`config.mk`:
```
export PLATFORM = sky130hd
export DESIGN_NAME = pow2_quantizer
export DESIGN_NICKNAME = d
export VERILOG_FILES = /design/src/rtl/pow2q_pkg.sv /design/src/rtl/qnt_exp_reg.sv /design/src/rtl/qnt_scale_round.sv /design/src/rtl/qnt_clamp_rescale.sv /design/src/rtl/pow2_quantizer.sv
export SDC_FILE = /design/constraint.sdc
export NUM_CORES = 1
export LEC_CHECK = 0
export ABC_AREA = 1
export BUFFER_PORTS_ARGS = -buffer_cell sky130_fd_sc_hd__clkbuf_2
export CAP_MARGIN = 20
export CORE_ASPECT_RATIO = 2
export CORE_MARGIN = 10
export CORE_UTILIZATION = 60
export DETAILED_ROUTE_END_ITERATION = 7
export PLACE_DENSITY = 0.8
export SYNTH_ARGS = -nofsm -noshare
export SYNTH_HDL_FRONTEND = slang
export SYNTH_SLANG_ARGS = --single-unit
```
`constraint.sdc`:
```
create_clock -name clk -period 7.75 [get_ports clk]
set_clock_uncertainty 0.15 [all_clocks]
set_input_delay 0.3875 -clock clk [delete_from_list [all_inputs] [get_ports clk]]
set_output_delay 0.3875 -clock clk [all_outputs]
set_load 0.05 [all_outputs]
```
`src/rtl/pow2q_pkg.sv`:
```
package pow2q_pkg;

    localparam int DATA_W    = 16;
    localparam int CODE_W    = 8;
    localparam int EXP_W     = 5;
    localparam int BW_W      = 4;
    localparam int BW_MIN    = 2;
    localparam int BW_MAX    = CODE_W;
    localparam int SHIFT_MAX = 2 ** (EXP_W - 1);
    localparam int MAG_W     = DATA_W + SHIFT_MAX;
    localparam int DEQ_W     = CODE_W + SHIFT_MAX;

    typedef logic signed [EXP_W-1:0] exp_t;

    // State between the scale/round stage and the clamp/rescale stage
    typedef struct packed {
        logic             valid;
        logic             neg;
        logic             sgn;
        logic [BW_W-1:0]  bw;
        exp_t             exp;
        logic [MAG_W-1:0] mag;
    } scaled_t;

    typedef struct packed {
        logic                     valid;
        logic [CODE_W-1:0]        code;
        logic signed [DATA_W-1:0] deq;
        logic                     sat;
    } quant_t;

    function automatic logic [BW_W-1:0] clamp_bw(input logic [BW_W-1:0] bw);
        if (int'(bw) < BW_MIN) return BW_W'(BW_MIN);
        if (int'(bw) > BW_MAX) return BW_W'(BW_MAX);
        return bw;
    endfunction

    // Largest code magnitude for a mode and an already clamped width
    function automatic logic [CODE_W-1:0] level_max(input logic sgn, input logic [BW_W-1:0] bw);
        logic [CODE_W:0] one_hot;
        one_hot = (CODE_W+1)'(1) << (sgn ? bw - BW_W'(1) : bw);
        return CODE_W'(one_hot - (CODE_W+1)'(1));
    endfunction

endpackage

```
`src/rtl/qnt_exp_reg.sv`:
```
module qnt_exp_reg
    import pow2q_pkg::*;
(
    input  logic clk,
    input  logic rst,
    input  logic load,
    input  exp_t exp_in,
    output exp_t exp_q
);

    always_ff @(posedge clk) begin
        if (rst) begin
            exp_q <= '0;
        end else if (load) begin
            exp_q <= exp_in;
        end
    end

endmodule

```
`src/rtl/qnt_scale_round.sv`:
```
module qnt_scale_round
    import pow2q_pkg::*;
(
    input  logic              clk,
    input  logic              rst,
    input  logic              valid_i,
    input  logic [DATA_W-1:0] data_i,
    input  logic              sgn_i,
    input  logic [BW_W-1:0]   bw_i,
    input  exp_t              exp_i,
    output scaled_t           s1_o
);

    logic              neg;
    logic [DATA_W-1:0] mag_in;
    logic [MAG_W-1:0]  wide;
    logic [MAG_W-1:0]  gvec;
    logic [MAG_W-1:0]  mag_r;
    logic [EXP_W-2:0]  rsh;
    logic [EXP_W-1:0]  lsh;
    logic              guard;

    always_comb begin
        neg    = data_i[DATA_W-1];
        mag_in = neg ? (~data_i + DATA_W'(1)) : data_i;
        wide   = MAG_W'(mag_in);
        rsh    = exp_i[EXP_W-2:0];
        lsh    = ~exp_i + EXP_W'(1);
        gvec   = '0;
        guard  = 1'b0;
        if (!exp_i[EXP_W-1]) begin
            if (rsh != '0) begin
                gvec  = wide >> (rsh - (EXP_W-1)'(1));
                guard = gvec[0];
            end
            // magnitude rounding: guard bit set means fraction >= one half
            mag_r = (wide >> rsh) + MAG_W'(guard);
        end else begin
            mag_r = wide << lsh;
        end
    end

    always_ff @(posedge clk) begin
        if (rst) begin
            s1_o <= '0;
        end else begin
            s1_o.valid <= valid_i;
            s1_o.neg   <= neg;
            s1_o.sgn   <= sgn_i;
            s1_o.bw    <= clamp_bw(bw_i);
            s1_o.exp   <= exp_i;
            s1_o.mag   <= mag_r;
        end
    end

endmodule

```
`src/rtl/qnt_clamp_rescale.sv`:
```
module qnt_clamp_rescale
    import pow2q_pkg::*;
(
    input  logic    clk,
    input  logic    rst,
    input  scaled_t s1_i,
    output quant_t  q_o
);

    localparam logic [DEQ_W-1:0] DEQ_LIM = DEQ_W'((1 << (DATA_W - 1)) - 1);

    logic [CODE_W-1:0] qmax;
    logic [CODE_W-1:0] cmag;
    logic              over;
    logic              sat;
    logic [CODE_W-1:0] code;
    logic [DEQ_W-1:0]  dwide;
    logic [DATA_W-1:0] dmag;
    logic [EXP_W-1:0]  lsh;
    logic              flip;

    always_comb begin
        qmax = level_max(s1_i.sgn, s1_i.bw);
        over = s1_i.mag > MAG_W'(qmax);
        flip = s1_i.neg && s1_i.sgn;
        if (s1_i.neg && !s1_i.sgn) begin
            cmag = '0;
            sat  = (s1_i.mag != '0);
        end else begin
            cmag = over ? qmax : s1_i.mag[CODE_W-1:0];
            sat  = over;
        end
        code = flip ? (~cmag + CODE_W'(1)) : cmag;

        lsh = ~s1_i.exp + EXP_W'(1);
        if (!s1_i.exp[EXP_W-1]) begin
            dwide = DEQ_W'(cmag) << s1_i.exp[EXP_W-2:0];
        end else begin
            dwide = DEQ_W'(cmag) >> lsh;
        end
        dmag = (dwide > DEQ_LIM) ? DATA_W'(DEQ_LIM) : dwide[DATA_W-1:0];
    end

    always_ff @(posedge clk) begin
        if (rst || !s1_i.valid) begin
            q_o <= '0;
        end else begin
            q_o.valid <= 1'b1;
            q_o.code  <= code;
            q_o.deq   <= flip ? $signed(~dmag + DATA_W'(1)) : $signed(dmag);
            q_o.sat   <= sat;
        end
    end

endmodule

```
`src/rtl/pow2_quantizer.sv`:
```
module pow2_quantizer
    import pow2q_pkg::*;
(
    input  logic                     clk,
    input  logic                     rst,
    input  logic                     cfg_load,
    input  logic signed [EXP_W-1:0]  cfg_exp,
    input  logic                     in_valid,
    input  logic signed [DATA_W-1:0] in_data,
    input  logic                     in_signed,
    input  logic [BW_W-1:0]          in_bw,
    output logic                     out_valid,
    output logic [CODE_W-1:0]        out_code,
    output logic signed [DATA_W-1:0] out_deq,
    output logic                     out_sat
);

    exp_t    exp_q;
    scaled_t s1;
    quant_t  q;

    qnt_exp_reg u_exp (
        .clk    (clk),
        .rst    (rst),
        .load   (cfg_load),
        .exp_in (cfg_exp),
        .exp_q  (exp_q)
    );

    qnt_scale_round u_s1 (
        .clk     (clk),
        .rst     (rst),
        .valid_i (in_valid),
        .data_i  (in_data),
        .sgn_i   (in_signed),
        .bw_i    (in_bw),
        .exp_i   (exp_q),
        .s1_o    (s1)
    );

    qnt_clamp_rescale u_s2 (
        .clk  (clk),
        .rst  (rst),
        .s1_i (s1),
        .q_o  (q)
    );

    assign out_valid = q.valid;
    assign out_code  = q.code;
    assign out_deq   = q.deq;
    assign out_sat   = q.sat;

endmodule

```
# == Word level (Yosys, flattened, before mapping) ==
# Index checks and enable logic that the tools add are counted.
# totals
out_inout_bits,26
input_bits,30
regBits,75
# classes
n_reduce_logical,7
order_cmp,4
addsub,9
n_bitwise,5
n_shift,6
n_mux,22
# op_table
operator,n
$mux 16,3
$add 16x1->16 const B,2
$add 32x1->32,1
$gt 32x8->1,1
$mux 32,1
$not 16->16,2
$reduce_bool 32->1,1
$shl 16x5->32,1
$shr 16x4->32,1
$mux 26,1
$gt 24x15->1 const B,1
$mux 24,1
$mux 8,3
$shl 8x4->24,1
$shr 8x5->24,1
$mux 4,5
$shr 16x4->1,1
$add 5x2->5 const B,2
$not 5->5,2
$add 8x1->8 const B,1
$mux 1,8
$not 8->8,1
$shl 1x4->8 const A,1
$sub 4x1->4 const B,2
other kinds (7),9

# == Longest topological paths before layout ==
# depth
depth_word,15
mapped_depth,43
depth_no_buf,42

# == Modules after synthesis ==
# Synthesis repeated with hierarchy kept, for this count alone.
# hier_totals
cells_unflattened,1199
hier_area_um2,7061.8
# modules_own_cells
module,seq_area_each_um2,n_inst,cells_per_inst,area_per_inst_um2
qnt_scale_round,880.8,1,661,3898.7
qnt_clamp_rescale,520.5,1,506,2954.1
qnt_exp_reg,100.1,1,32,209.0

# == Worst setup path before layout ==
# No wires, ideal clock.
# synth_timing
path_kind,reg-to-reg
start,reg u_s1.s1_o[37] in the netlist's numbering
end,reg u_s2.q_o[15] in the netlist's numbering
arrival_time_ns,4.336
required_time_ns,7.485
period_less_slack_ns,4.601
path_stages_with_launch,42
slack_ns,3.149
setup_time_ns,0.115
n_path_buf,1
cell_sequence,dfxtp_1 inv_1 ha_1 nand2_1 nand2_1 nand2_1 inv_2 nor2_4 nand2_1 ha_1 nand2_1 nand2_1 nand2_1 inv_1 ha_1 nand2_1 nor2_1 nand3_1 [6 not listed] nand3_1 nand3_2 nand2_1 nand2_2 nor2_4 nand2_4 nand2_8 buf_12 nand2_1 inv_1 ha_1 nand3_2 nor2_4 nand3_1 nand2_1 nand3_1 nand2_1 nor2_1
# synth_via
elab_chain_len,14
# synth_rtl
element,line_no,text
"start, declared",qnt_scale_round.sv:11,output scaled_t s1_o
$sub 4x1->4,pow2q_pkg.sv:41,one_hot = (CODE_W+1)'(1) << (sgn ? bw - BW_W'(1) : bw);
$mux 4 (*),pow2q_pkg.sv:41,
$shl 1x4->8 (*),pow2q_pkg.sv:41,
$sub 8x1->8 (*),pow2q_pkg.sv:42,return CODE_W'(one_hot - (CODE_W+1)'(1));
$gt 32x8->1,qnt_clamp_rescale.sv:24,over = s1_i.mag > MAG_W'(qmax);
$mux 8 (*),qnt_clamp_rescale.sv:30,cmag = over ? qmax : s1_i.mag[CODE_W-1:0];
$mux 8 (*),qnt_clamp_rescale.sv:26,if (s1_i.neg && !s1_i.sgn) begin
$shl 8x4->24 / $shr 8x5->24 (equally long branches),"qnt_clamp_rescale.sv:37, qnt_clamp_rescale.sv:39",
$mux 24 (*),qnt_clamp_rescale.sv:36,if (!s1_i.exp[EXP_W-1]) begin
$gt 24x15->1,qnt_clamp_rescale.sv:41,dmag = (dwide > DEQ_LIM) ? DATA_W'(DEQ_LIM) : dwide[DATA_W-1:0];
$mux 16 (*),qnt_clamp_rescale.sv:41,
$not 16->16,qnt_clamp_rescale.sv:50,q_o.deq <= flip ? $signed(~dmag + DATA_W'(1)) : $signed(dmag);
$add 16x1->16,qnt_clamp_rescale.sv:50,
$mux 16 (*),qnt_clamp_rescale.sv:50,
"end, declared",qnt_clamp_rescale.sv:7,output quant_t q_o
# Every way passes the cells marked *; elsewhere a longest branch is shown, timed or not.
# A chain may end at the register's enable or synchronous reset.

# == Worst setup path in the final report ==
# Ends and elaborated chain as after synthesis.

==> results.cfg <==
[floorplan]
start_util_pct = 60.7
core-area_mm2 = 0.0112
ios = 56
dieArea_mm2 = 0.0163
rows = 55
die_h_um = 171
die_w_um = 95.3

[routing]
finalWirelength_mm = 21.2
wl_per_cell_um = 16.1
drt_iter0_drc = 330
antenna_left = 0
drc_errors = 0
viasPerCell = 5.65
firstDrtPassIters = 5
dr_total_vias = 7420

[global_route]
grt_util_all_layers_pct = 26.2
grt-ovfl-total = 0
grt_pass1_vias = 7184
grt_max_degree = 27
grt_first_pass_wirelength_mm = 33.6
antenna_found_initial = 0

[power]
vdd_drop_max_uv = 131
powerDensity_mw_per_mm2 = 219
leakage_uw = 0.00363

[finish]
mostFrequentLayoutCells = 327 x nand2_1, 121 x inv_1, 120 x nor2_1
nFillCells = 1103
area_growth_pct = 8.62
multiInputGateArea_mm2 = 0.00457
layout-drive-gt1-share_pct = 15.3
seqCellArea_mm2 = 0.00150
final_nets = 1214
num_antenna_cells = 0
layout_commonest_cell = nand2_1

[sta]
period_needed_ns = 5.23
fin_setup_tns_ns = 0
setup_violations = 0
slew_violations = 0
max_freq_mhz = 191
fin_crit_sh_pct = 67.5
grt_setup_unrepaired = false
worst_pin_slew_ns = 0.783
setup_ws_ns = 2.52
hold_violations = 0
slew-limit-headroom_pct = 47.3

[placement]
place_congestion = 1.05
pre_cts_slack_ns = 2.60
port_buffers = 55
hpwl_mm = 17.4

[synth]
ys.warnings.count = 0
synth_cells = 1138
synth-xor-area-share_pct = 2.06
syn_nets = 1185
synth-seq-cells = 75
synth.distinct_cells = 58
synth-async-reset-ratio_pct = 0
synth_top_area_share_pct = 22.1
synth_top_family_by_area = simple AND/OR/NAND/NOR gates
synth-compound-area-share_pct = 15.8
synth-simple-area-share_pct = 45.5
avgSynthCellArea_um2 = 5.98
synth_seq_area_share_pct = 22.1
synth-main-ff-cell = dfxtp_1
synth_top_cell_by_area = dfxtp_1
synthTopCellsByArea = dfxtp_1 22%, nand2_1 18%, inv_1 6.7%
synthAdderAreaFrac_pct = 3.13
synth_edf_count = 0
syn-cell-area_mm2 = 0.00681
synthMuxAreaShare_pct = 0.588

[worst_setup_path]
worstSetupPathType = flip-flop to flip-flop
cpMaxStageDelayCell = dfxtp_1
required_ns = 7.83
crit_top_cell = nand2_1
cp-startpoint = u_s1.s1_o[37]$_SDFF_PP0_
crit_path_max_incr_delay_ns = 0.39
cp_top_family = simple AND/OR/NAND/NOR gates
critPathBufInv = 4
cp-end-kind = flip-flop
timing.rr.start = u_s1.s1_o[37]$_SDFF_PP0_
critPathLaunchType = flip-flop
worst_ep_arrival_time_ns = 5.31
path_max_fanout = 17

[cts]
cts_tree = built
cts_max_level = 3
worstSkewPairLatency_ns = 0.34
clockRootBuffer = clkbuf_16
ctsResizeCount = 0
cts_hold_buf = 0
cts_buffers = 9
clkSlewWorstSetupHoldPaths_ns = 0.06
post-cts-setup-buffers = 0
clock-sinks = 75
clk_path_buf_depth = 2

[worst_hold_path]
hold_path.startpoint = in_bw[3]
hold_class = input pin to flip-flop

[status]
outcome = complete, no violations

[run]
max_cap_violations = 0
worst register-to-register path, delay by kind of cell (launching register included):
kind	cells	cell delay, ns
simple gates	32	3.40
flops	1	0.39
fa+ha+maj	4	0.91
buf+inv	4	0.28
per-stage QoR:
stage	cell area, µm²	total power [µW]	util (%)	instances	hold slack [ns]
detailed placement	7080	1180	63.1	1298	0.422
finish	7390	1620	65.9	1314	0.0852
global route	7390	1720	65.9	1314	0.0922
CTS	7390	1610	65.9	1314	0.0746
floorplan	6810	1010	-	1138	0.315
global placement	7080	1170	63.1	1298	0.403
logic make-up (layout without fill, tap and decap cells):
kind of cell             count (synthesis)  after routing
AND/OR/NAND/NOR                        658            658
AO/OA/AOI/OAI                          188            188
buffers and inverters                  180            214
flip-flops                              75             75
adder cells (fa/ha/maj)                 17             17
XOR/XNOR                                16             16
multiplexers                             4              4
cell type report:
class	instances	share of cell area [%]
clock inverter	5	0.812
multi-input combinational	883	61.8
inverter	139	7.16
timing repair buffer	59	4.13
sequential	75	20.3
tap	142	2.40
clock buffer	11	3.42
power by group:
group	leakage (µW)	switching (µW)	internal (µW)	total (µW)
combinational	0.00287	529	224	753
clock	0.000152	164	268	432
sequential	0.000613	21.7	412	434
total	0.00363	715	904	1620
cells in the mapped netlist, types with 6 or more instances:
cell,n
inv_1,121
nand2_4,8
a31oi_1,7
clkbuf_1,24
xnor2_1,6
a21oi_1,54
clkinv_1,6
dfxtp_1,75
nor3_1,12
nor2_1,120
xor2_1,10
nand2_1,327
o211ai_1,8
nor2_2,12
nand3_1,85
o21ai_0,74
nor2_4,6
inv_2,10
nand2_2,24
nand3_2,15
ha_1,17
o21ai_1,16
nand4_1,23
registers in the layout, summed over array words and instances (netlist names):
name / flops
u_exp.exp_q: 5
u_s2.q_o: 26
u_s1.s1_o: 44
metal layers:
metal	wire [µm]	global-route usage [%]	share of wire [%]
met5	0	0	0
met4	1820	22.1	8.6
met3	680	2.81	3.2
met2	11700	50.6	55
met1	6930	22.3	33
path summary, 6_finish.rpt:
kind                                    to  slack, ns  cells past startpoint
setup / recovery   u_s2.q_o[15]$_SDFF_PN0_       2.52                     40
hold reg to reg   u_s1.s1_o[15]$_SDFF_PP0_       0.44                      2
hold / removal    u_s1.s1_o[39]$_SDFF_PP0_       0.09                      2
setup reg to reg   u_s2.q_o[15]$_SDFF_PN0_       2.52                     40
Power figures use the tool's default switching activity.
